===== config.mk =====
export PLATFORM = sky130hd
export DESIGN_NAME = conv_tile_engine
export DESIGN_NICKNAME = d
export VERILOG_FILES = /design/src/rtl/conv_tile_pkg.sv /design/src/rtl/conv_tile_lane.sv /design/src/rtl/conv_tile_seq.sv /design/src/rtl/conv_tile_accbank.sv /design/src/rtl/conv_tile_drain.sv /design/src/rtl/conv_tile_engine.sv
export SDC_FILE = /design/constraint.sdc
export NUM_CORES = 2
export LEC_CHECK = 0
export CAP_MARGIN = 25
export CELL_PAD_IN_SITES_DETAIL_PLACEMENT = 0
export CELL_PAD_IN_SITES_GLOBAL_PLACEMENT = 1
export CORE_MARGIN = 2
export CORE_UTILIZATION = 54
export CTS_CLUSTER_SIZE = 20
export DETAILED_ROUTE_END_ITERATION = 8
export GPL_TIMING_DRIVEN = 0
export PLACE_DENSITY_LB_ADDON = 0.1
export REMOVE_ABC_BUFFERS = 1
export SYNTH_ARGS = -nofsm -noshare
export SYNTH_HDL_FRONTEND = slang
export SYNTH_SLANG_ARGS = --single-unit
export TNS_END_PERCENT = 10

===== constraint.sdc =====
create_clock -name clk -period 8.55 [get_ports clk]
set_input_delay 1.71 -clock clk [delete_from_list [all_inputs] [get_ports clk]]
set_output_delay 1.71 -clock clk [all_outputs]
set_load 0.01 [all_outputs]

===== src/rtl/conv_tile_pkg.sv =====
package conv_tile_pkg;
  typedef enum logic [1:0] {PH_IDLE, PH_RUN, PH_FLUSH, PH_DRAIN} phase_e;

  function automatic int wbits(input int n);
    return (n <= 1) ? 1 : $clog2(n);
  endfunction
endpackage


===== src/rtl/conv_tile_lane.sv =====
module conv_tile_lane #(
  parameter int TN = 2,
  parameter int DW = 8,
  parameter int WW = 8,
  parameter int AW = 24
) (
  input  logic [TN*WW-1:0] w_vec,
  input  logic [TN*DW-1:0] x_vec,
  output logic [AW-1:0]    dot
);
  localparam int PW = DW + WW;

  logic signed [PW-1:0] prod [TN];
  logic signed [AW-1:0] total;

  for (genvar tn = 0; tn < TN; tn++) begin : g_mul
    logic signed [PW-1:0] wa;
    logic signed [PW-1:0] xa;
    assign wa = PW'($signed(w_vec[tn*WW +: WW]));
    assign xa = PW'($signed(x_vec[tn*DW +: DW]));
    assign prod[tn] = wa * xa;
  end

  always_comb begin
    total = '0;
    for (int t = 0; t < TN; t++) total = total + AW'(prod[t]);
  end

  assign dot = total;
endmodule


===== src/rtl/conv_tile_seq.sv =====
module conv_tile_seq
  import conv_tile_pkg::*;
#(
  parameter int MG      = 2,
  parameter int NG      = 2,
  parameter int TR      = 3,
  parameter int TC      = 3,
  parameter int K       = 3,
  parameter int S       = 1,
  parameter int IN_ROWS = 5,
  parameter int IN_COLS = 5,
  parameter int IA_W    = 6,
  parameter int WA_W    = 6,
  parameter int BA_W    = 1,
  parameter int PX_W    = 4
) (
  input  logic            clk,
  input  logic            rst_n,
  input  logic            start,
  input  logic            drain_fin,
  output logic            rd_en,
  output logic [IA_W-1:0] in_addr,
  output logic [WA_W-1:0] w_addr,
  output logic [BA_W-1:0] b_addr,
  output logic            p_vld,
  output logic [PX_W-1:0] p_pix,
  output logic            p_first,
  output logic            p_last,
  output logic            drain_go,
  output logic            done
);
  localparam int NG_W = wbits(NG);
  localparam int R_W  = wbits(TR);
  localparam int C_W  = wbits(TC);
  localparam int K_W  = wbits(K);

  phase_e          ph;
  logic [BA_W-1:0] mg;
  logic [NG_W-1:0] ng;
  logic [R_W-1:0]  r;
  logic [C_W-1:0]  c;
  logic [K_W-1:0]  i;
  logic [K_W-1:0]  j;

  logic j_end, i_end, c_end, r_end, ng_end, mg_end;
  assign j_end  = (int'(j)  == K - 1);
  assign i_end  = (int'(i)  == K - 1);
  assign c_end  = (int'(c)  == TC - 1);
  assign r_end  = (int'(r)  == TR - 1);
  assign ng_end = (int'(ng) == NG - 1);
  assign mg_end = (int'(mg) == MG - 1);

  assign rd_en   = (ph == PH_RUN);
  assign in_addr = IA_W'(int'(ng) * (IN_ROWS * IN_COLS)
                       + (S * int'(r) + int'(i)) * IN_COLS
                       + S * int'(c) + int'(j));
  assign w_addr  = WA_W'(((int'(mg) * NG + int'(ng)) * K + int'(i)) * K + int'(j));
  assign b_addr  = mg;

  always_ff @(posedge clk) begin
    if (!rst_n) begin
      ph <= PH_IDLE; mg <= '0; ng <= '0; r <= '0; c <= '0; i <= '0; j <= '0;
      drain_go <= 1'b0; done <= 1'b0;
    end else begin
      done     <= 1'b0;
      drain_go <= 1'b0;
      case (ph)
        PH_IDLE: begin
          if (start) begin
            ph <= PH_RUN; mg <= '0; ng <= '0; r <= '0; c <= '0; i <= '0; j <= '0;
          end
        end
        PH_RUN: begin
          if (j_end) begin
            j <= '0;
            if (i_end) begin
              i <= '0;
              if (c_end) begin
                c <= '0;
                if (r_end) begin
                  r <= '0;
                  if (ng_end) begin
                    ng <= '0;
                    ph <= PH_FLUSH;
                  end else ng <= ng + 1'b1;
                end else r <= r + 1'b1;
              end else c <= c + 1'b1;
            end else i <= i + 1'b1;
          end else j <= j + 1'b1;
        end
        PH_FLUSH: begin
          ph       <= PH_DRAIN;
          drain_go <= 1'b1;
        end
        PH_DRAIN: begin
          if (drain_fin) begin
            if (mg_end) begin
              ph   <= PH_IDLE;
              done <= 1'b1;
            end else begin
              mg <= mg + 1'b1;
              ph <= PH_RUN;
            end
          end
        end
        default: ph <= PH_IDLE;
      endcase
    end
  end

  always_ff @(posedge clk) begin
    if (!rst_n) begin
      p_vld <= 1'b0; p_pix <= '0; p_first <= 1'b0; p_last <= 1'b0;
    end else begin
      p_vld   <= (ph == PH_RUN);
      p_pix   <= PX_W'(int'(r) * TC + int'(c));
      p_first <= (ng == '0) && (i == '0) && (j == '0);
      p_last  <= ng_end && i_end && j_end;
    end
  end

  AST_DONE_PULSE: assert property (@(posedge clk) disable iff (!rst_n)
    done |=> !done);
  AST_TAP_MARKS: assert property (@(posedge clk) disable iff (!rst_n)
    (p_vld && p_last) |-> !p_first || (NG == 1 && K == 1));
endmodule


===== src/rtl/conv_tile_accbank.sv =====
module conv_tile_accbank #(
  parameter int TM   = 2,
  parameter int PIX  = 9,
  parameter int PX_W = 4,
  parameter int AW   = 24,
  parameter int BW   = 16
) (
  input  logic               clk,
  input  logic               rst_n,
  input  logic               p_vld,
  input  logic [PX_W-1:0]    p_pix,
  input  logic               p_first,
  input  logic               p_last,
  input  logic [TM*AW-1:0]   dot_bus,
  input  logic [TM*BW-1:0]   bias_bus,
  input  logic [PX_W-1:0]    rd_pix,
  input  logic               rd_active,
  output logic [TM*AW-1:0]   rd_row
);
  logic signed [AW-1:0] acc [PIX][TM];
  logic signed [AW-1:0] nxt [TM];

  always_comb begin
    for (int t = 0; t < TM; t++) begin
      logic signed [AW-1:0] base;
      base = p_first ? AW'($signed(bias_bus[t*BW +: BW])) : acc[p_pix][t];
      nxt[t] = base + $signed(dot_bus[t*AW +: AW]);
      if (p_last && nxt[t][AW-1]) nxt[t] = '0;
    end
  end

  always_ff @(posedge clk) begin
    if (!rst_n) begin
      for (int p = 0; p < PIX; p++)
        for (int t = 0; t < TM; t++) acc[p][t] <= '0;
    end else if (p_vld) begin
      for (int t = 0; t < TM; t++) acc[p_pix][t] <= nxt[t];
    end
  end

  logic neg_any;
  always_comb begin
    neg_any = 1'b0;
    for (int t = 0; t < TM; t++) begin
      rd_row[t*AW +: AW] = acc[rd_pix][t];
      neg_any = neg_any | acc[rd_pix][t][AW-1];
    end
  end

  AST_RELU_NONNEG: assert property (@(posedge clk) disable iff (!rst_n)
    rd_active |-> !neg_any);
  AST_NO_WRITE_DRAIN: assert property (@(posedge clk) disable iff (!rst_n)
    rd_active |-> !p_vld);
endmodule


===== src/rtl/conv_tile_drain.sv =====
module conv_tile_drain #(
  parameter int TM   = 2,
  parameter int PIX  = 9,
  parameter int PX_W = 4,
  parameter int AW   = 24,
  parameter int OW   = 12
) (
  input  logic             clk,
  input  logic             rst_n,
  input  logic             go,
  input  logic [TM*AW-1:0] acc_row,
  input  logic             out_ready,
  output logic             out_valid,
  output logic [TM*OW-1:0] out_data,
  output logic [PX_W-1:0]  rd_pix,
  output logic             fin
);
  localparam logic signed [AW-1:0] O_MAX = AW'((2 ** (OW - 1)) - 1);
  localparam logic signed [AW-1:0] O_MIN = AW'(-(2 ** (OW - 1)));

  always_comb begin
    for (int t = 0; t < TM; t++) begin
      logic signed [AW-1:0] a;
      a = $signed(acc_row[t*AW +: AW]);
      if (a > O_MAX)      out_data[t*OW +: OW] = OW'(O_MAX);
      else if (a < O_MIN) out_data[t*OW +: OW] = OW'(O_MIN);
      else                out_data[t*OW +: OW] = OW'(a);
    end
  end

  always_ff @(posedge clk) begin
    if (!rst_n) begin
      out_valid <= 1'b0; rd_pix <= '0; fin <= 1'b0;
    end else begin
      fin <= 1'b0;
      if (go) begin
        out_valid <= 1'b1;
        rd_pix    <= '0;
      end else if (out_valid && out_ready) begin
        if (int'(rd_pix) == PIX - 1) begin
          out_valid <= 1'b0;
          fin       <= 1'b1;
        end else rd_pix <= rd_pix + 1'b1;
      end
    end
  end

  AST_OUT_HOLD: assert property (@(posedge clk) disable iff (!rst_n)
    (out_valid && !out_ready) |=> (out_valid && $stable(out_data)));
endmodule


===== src/rtl/conv_tile_engine.sv =====
module conv_tile_engine
  import conv_tile_pkg::*;
#(
  parameter int M_CH = 4,
  parameter int N_CH = 4,
  parameter int TM   = 2,
  parameter int TN   = 2,
  parameter int TR   = 3,
  parameter int TC   = 3,
  parameter int K    = 3,
  parameter int S    = 1,
  parameter int DW   = 8,
  parameter int WW   = 8,
  parameter int BW   = 16,
  parameter int AW   = 24,
  parameter int OW   = 12,
  localparam int MG       = M_CH / TM,
  localparam int NG       = N_CH / TN,
  localparam int IN_ROWS  = (TR - 1) * S + K,
  localparam int IN_COLS  = (TC - 1) * S + K,
  localparam int PIX      = TR * TC,
  localparam int IN_DEPTH = NG * IN_ROWS * IN_COLS,
  localparam int W_DEPTH  = MG * NG * K * K,
  localparam int IA_W     = wbits(IN_DEPTH),
  localparam int WA_W     = wbits(W_DEPTH),
  localparam int BA_W     = wbits(MG),
  localparam int PX_W     = wbits(PIX)
) (
  input  logic                  clk,
  input  logic                  rst_n,
  input  logic                  start,
  output logic                  mem_rd_en,
  output logic [IA_W-1:0]       in_rd_addr,
  input  logic [TN*DW-1:0]      in_rd_data,
  output logic [WA_W-1:0]       w_rd_addr,
  input  logic [TM*TN*WW-1:0]   w_rd_data,
  output logic [BA_W-1:0]       b_rd_addr,
  input  logic [TM*BW-1:0]      b_rd_data,
  output logic                  out_valid,
  input  logic                  out_ready,
  output logic [TM*OW-1:0]      out_data,
  output logic                  done
);
  logic            p_vld, p_first, p_last, drain_go, drain_fin;
  logic [PX_W-1:0] p_pix, rd_pix;
  logic [TM*AW-1:0] dot_bus, acc_row;

  conv_tile_seq #(
    .MG(MG), .NG(NG), .TR(TR), .TC(TC), .K(K), .S(S),
    .IN_ROWS(IN_ROWS), .IN_COLS(IN_COLS),
    .IA_W(IA_W), .WA_W(WA_W), .BA_W(BA_W), .PX_W(PX_W)
  ) u_seq (
    .clk(clk), .rst_n(rst_n), .start(start), .drain_fin(drain_fin),
    .rd_en(mem_rd_en), .in_addr(in_rd_addr), .w_addr(w_rd_addr), .b_addr(b_rd_addr),
    .p_vld(p_vld), .p_pix(p_pix), .p_first(p_first), .p_last(p_last),
    .drain_go(drain_go), .done(done)
  );

  for (genvar tm = 0; tm < TM; tm++) begin : g_lane
    conv_tile_lane #(.TN(TN), .DW(DW), .WW(WW), .AW(AW)) u_lane (
      .w_vec(w_rd_data[tm*TN*WW +: TN*WW]),
      .x_vec(in_rd_data),
      .dot(dot_bus[tm*AW +: AW])
    );
  end

  conv_tile_accbank #(.TM(TM), .PIX(PIX), .PX_W(PX_W), .AW(AW), .BW(BW)) u_acc (
    .clk(clk), .rst_n(rst_n), .p_vld(p_vld), .p_pix(p_pix), .p_first(p_first),
    .p_last(p_last), .dot_bus(dot_bus), .bias_bus(b_rd_data),
    .rd_pix(rd_pix), .rd_active(out_valid), .rd_row(acc_row)
  );

  conv_tile_drain #(.TM(TM), .PIX(PIX), .PX_W(PX_W), .AW(AW), .OW(OW)) u_drain (
    .clk(clk), .rst_n(rst_n), .go(drain_go), .acc_row(acc_row),
    .out_ready(out_ready), .out_valid(out_valid), .out_data(out_data),
    .rd_pix(rd_pix), .fin(drain_fin)
  );

  AST_RD_NOT_DRAIN: assert property (@(posedge clk) disable iff (!rst_n)
    mem_rd_en |-> !out_valid);
  AST_DONE_AFTER_BEAT: assert property (@(posedge clk) disable iff (!rst_n)
    done |-> $past(out_valid && out_ready, 2));
endmodule


# Word level (Yosys, flattened, before mapping)
# Memory sizes are Yosys's and may differ from the RTL's. A register that Yosys moved wholly into a read port is not among the register bits.
# Cells that the tools add are included.
# word_totals
memories,1
mem_bits_rw,432
input_bits,84
out_inout_bits,40
reg_bits,27
# classes
reduce_logical,27
n_mux,58
n_eq_ne,15
add_sub_neg,19
n_mul,9
bitwise,4
magnitude_cmp,4
# memory_table
memory,words,width,read_ports,rd_ports_with_merged_regs,write_ports,line,source
u_acc.acc,9,48,2,2,9,conv_tile_accbank.sv:20,logic signed [AW-1:0] acc [PIX][TM];
# op_table
operator,n
24-bit 2-to-1 mux,4
8-bit by 8-bit multiplier with 16-bit output,4
24-bit by 17-bit adder with 24-bit output,2
"24-bit by 12-bit greater-than comparator with 1-bit output, second input constant",2
"24-bit by 12-bit < comparator with 1-bit output, second input constant",2
12-bit 2-to-1 mux,4
48-bit 2-to-1 mux,1
48-bit OR reduction,1
2-bit 2-to-1 mux,18
16-bit by 16-bit adder with 17-bit output,2
32-bit by 3-bit adder with 32-bit output,1
"32-bit by 3-bit multiplier with 32-bit output, second input constant",1
"32-bit by 3-bit multiplier with 6-bit output, second input constant",1
"32-bit by 4-bit multiplier with 6-bit output, second input constant",1
1-bit 2-to-1 mux,20
6-bit by 3-bit adder with 6-bit output,3
4-bit 2-to-1 mux,4
2-bit case mux with 2 select lines,4
"2-bit == test, second input constant",6
"2-bit by 1-bit != test with 1-bit output, second input constant",6
3-bit AND reduction,3
"2-bit by 1-bit adder with 2-bit output, second input constant",4
2-bit case mux with 4 select lines,1
2-bit nonzero test,4
22 further kinds,37

# Logic depth before layout (Yosys ltp)
# logic_depth
word_depth,7
depth_mapped,31
depth_no_buf,25

# Modules after synthesis
# A second synthesis with hierarchy kept.
# hier_totals
cells_unflattened,3857
area_unflattened_um2,53100.9
# by_module_without_submodules
mod,area_per_inst_um2,cells_per_inst,instances
conv_tile_accbank,39895.8,2440,1
conv_tile_lane at g_lane[0].u_lane,5487.8,587,1
conv_tile_lane at g_lane[1].u_lane,5457.7,588,1
conv_tile_seq,1652.8,166,1
conv_tile_drain,606.8,76,1

# Worst setup path before layout
# OpenSTA, ideal clock, no wires.
# synth_path
path_type,input-to-reg
start,in in_rd_data[1]
end,"mem u_acc.acc[10][45] (netlist bit), data pin"
arrival_time_ns,7.771
path_buffers,3
slack_ns,0.530
required_time_ns,8.301
path_stages,24
cell_sequence,clkbuf_1 nand2_1 inv_1 fa_1 inv_1 fa_1 fa_1 inv_1 fa_1 fa_1 inv_1 fa_1 inv_1 ha_1 a21oi_1 o221a_2 and3b_1 or3_1 o21ai_0 and3_1 o31ai_2 buf_2 buf_4 nor3_1
# synth_rtl
element,line,source
from (decl),conv_tile_engine.sv:34,"input logic [TN*DW-1:0] in_rd_data,"
to (decl),conv_tile_accbank.sv:20,

==> impl_metrics.ini <==
[global_route]
grt_pass1_wl_mm = 230
grt_max_degree = 54
overflow = 0
antenna_found_initial = 3
grt_pass1_vias = 35587
grt.total_usage = 0.303

[final_layout]
nNetsFinal = 4771
instances_no_fill = 5489
area_growth_syn_to_layout_pct = 13.4
fin_area_um2 = 62400
multi_input_area_um2 = 28900
drive_above_1_share = 0.213
seqCellArea_um2 = 23700
n_fill_cell = 7789

[setup_path]
end_kind = flip-flop
cpMostUsedCell = buf_16
r2r-start = u_seq.p_pix[0]$_SDFF_PN0_
start_kind = flip-flop
path_buf_inv = 12
crit_fanout = 24
arrival_ns = 8.67
path_depth = 30
rrSetupSlack_ns = 0.21
cp_data_required_time_ns = 8.87
critPathTopFamily = adder cells
reg2regPathDepth = 30
worst-setup-path-type = flip-flop to flip-flop
cp_slowest_cell = fa_1
critPathMaxStageDelay_ns = 0.54
regToRegEndpoint = u_acc.acc[11][34]$_DFFE_PP_
crit_end = u_acc.acc[11][34]$_DFFE_PP_
setup.worst_path.start = u_seq.p_pix[0]$_SDFF_PN0_

[routing]
top_layer = met5
dr_wl_met2_mm = 72.4
first_pass_iters = 5
via_count = 34388
wl_per_cell_um = 27.9
wl_mm = 153
antenna_left = 0
wl_met3_mm = 15.4
drt_iter0_drc = 3855
wl_met1_mm = 61.3
drc = 0
viasPerCell = 6.26

[yosys]
ys_async_sr_fraction = 0
syn_inst = 3947
synth_top_area_cell = edfxtp_1
synth_seq_area_share = 0.430
syn-cell-area_um2 = 55000
synthTopCellsByCount = 768 x edfxtp_1, 568 x inv_1, 478 x mux4_2
synth.top_cell.area_share = 0.419
ys_types = 64
yosysWarnings = 0
avgSynthCellArea_um2 = 13.9
ys_ff_latch = 799
synth_edf_count = 768
ys.flop_type = edfxtp_1
synth_area_leaders = edfxtp_1 42%, mux4_2 20%, fa_1 14%
synth_most_common_cell = edfxtp_1

[sta]
report.final.setup_viol = 0
finalCritPeriodShare = 0.976
skew_ns = 0.0240
rsz0062_at_grt = yes
slew_headroom = 0.256
max_freq_mhz = 120
drv_slew = 0
tightest_slew_ns = 1.11
hold_viol = 0
fin_crit_ns = 8.34

[floorplanning]
rows = 117
ioPinCount = 124
fp.dieW_um = 323
die-area_um2 = 104000
core_um2 = 101000
die_h_um = 323
initial_utilization = 0.542

[clock_tree]
cts-root-buf = clkbuf_16
cts_hold_buffers = 0
cts_tree = done
cts.path.max_buffers = 3
clk_pin_slew_ns = 0.06
clock_latency_ns = 0.65
numCtsBuffers = 77
cts_max_level = 3
clock_sinks = 799

[outcome]
outcome = finished, final reports clean

[placement]
placed_cell_area_um2 = 59100
gp_congestion = 0.815
dp.cells = 5318
dp_hpwl_mm = 102
io_buffers = 123

[job]
max-cap-violations = 0

[worst_hold_path]
holdCritPathClass = flip-flop to flip-flop
-- cell usage in the layout (no fill, tap or decap), types with 37 or more instances in the layout --
cell,count
ha_1,232
nor3_1,217
nor2_1,273
a21oi_1,58
buf_16,37
and2_1,142
clkbuf_16,80
o21ai_0,44
nand2_1,138
edfxtp_1,768
mux4_2,478
clkdlybuf4s50_1,102
inv_1,568
nor2b_1,44
fa_1,383
-- cells by family after synthesis --
| logic type | share of synthesized area |
|---|---|
| buffers and inverters | 0.0564 |
| adders and majority gates | 0.194 |
| and+or+nand+nor | 0.0847 |
| DFF | 0.430 |
| xor gates and xnor gates | 0.00985 |
| AOI/OAI and AO/OA | 0.0207 |
| muxes | 0.203 |
-- per-stage QoR --
step | setup TNS (ns) | hold slack (ns) | setup slack (ns) | utilization
floorplan | -8811.47 | 0.450 | -13.99 | -
global placement | - | 0.482 | -24.38 | 0.562
detailed placement | -1313.97 | 0.483 | -2.27 | 0.582
CTS | -0.943 | 0.508 | -0.0363 | 0.612
global route | -4.15 | 0.524 | -0.100 | 0.615
finish | 0 | 0.509 | 0.206 | 0.615
-- what timing repair did --
item                       CTS  global route
setup endpoints to repair  768           546
gates cloned                12             0
buffers inserted            14             1
pin swaps                    6             4
resized for setup           86            49
-- state kept, by name, summed over array words and instances, names as in the netlist, 2 cells and up, named ones only --
signal and flops:
u_seq.ph 2, u_seq.p_pix 4, u_seq.r 2, u_seq.j 2, u_seq.i 2, u_drain.rd_pix 4
u_seq.c 2, u_acc.acc 768
-- worst reg2reg max path: cells and delay by family, from the launching register on --
| kind | cells | cell delay [ns] |
|---|---|---|
| flip-flops | 1 | 0.41 |
| adder cells (fa/ha/maj) | 7 | 2.99 |
| AO/OA/AOI/OAI | 2 | 0.39 |
| AND/OR/NAND/NOR | 6 | 1.20 |
| multiplexers | 3 | 1.35 |
| buffers and inverters | 12 | 1.69 |
-- cell type report --
| type | count | share of cell area |
|---|---|---|
| timing repair buffer | 244 | 0.0564 |
| antenna | 1 | 0.0000401 |
| multi-input combinational | 2367 | 0.463 |
| tap | 1368 | 0.0274 |
| sequential | 799 | 0.380 |
| clock buffer | 105 | 0.0337 |
| inverter | 575 | 0.0346 |
| clock inverter | 30 | 0.00489 |
-- layer usage --
metal / global-route usage / vias up
met1: 0.435 / 17879
met3: 0.0579 / 225
met4: 0.0811 / 2
met2: 0.480 / 1803
li1: - / 14479
met5: 0 / -
-- worst min-delay path by stage --
stage	slack, ns	depth (start not counted)	start	to
2_1_floorplan	0.45	2	u_seq.drain_go$_SDFF_PN0_	u_drain.out_valid$_SDFFE_PN0P_
3_3_place_gp	0.48	2	u_seq.drain_go$_SDFF_PN0_	u_drain.out_valid$_SDFFE_PN0P_
3_5_place_dp	0.48	2	u_seq.drain_go$_SDFF_PN0_	u_drain.out_valid$_SDFFE_PN0P_
4_1_cts	0.51	2	u_seq.drain_go$_SDFF_PN0_	u_drain.out_valid$_SDFFE_PN0P_
5_1_grt	0.52	2	u_seq.drain_go$_SDFF_PN0_	u_drain.out_valid$_SDFFE_PN0P_
6_report	0.51	2	u_seq.drain_go$_SDFF_PN0_	u_drain.out_valid$_SDFFE_PN0P_
Power is left out: the tool's default activity adds up to more than one toggle a clock period on the data nets, which glitch-free logic cannot reach.
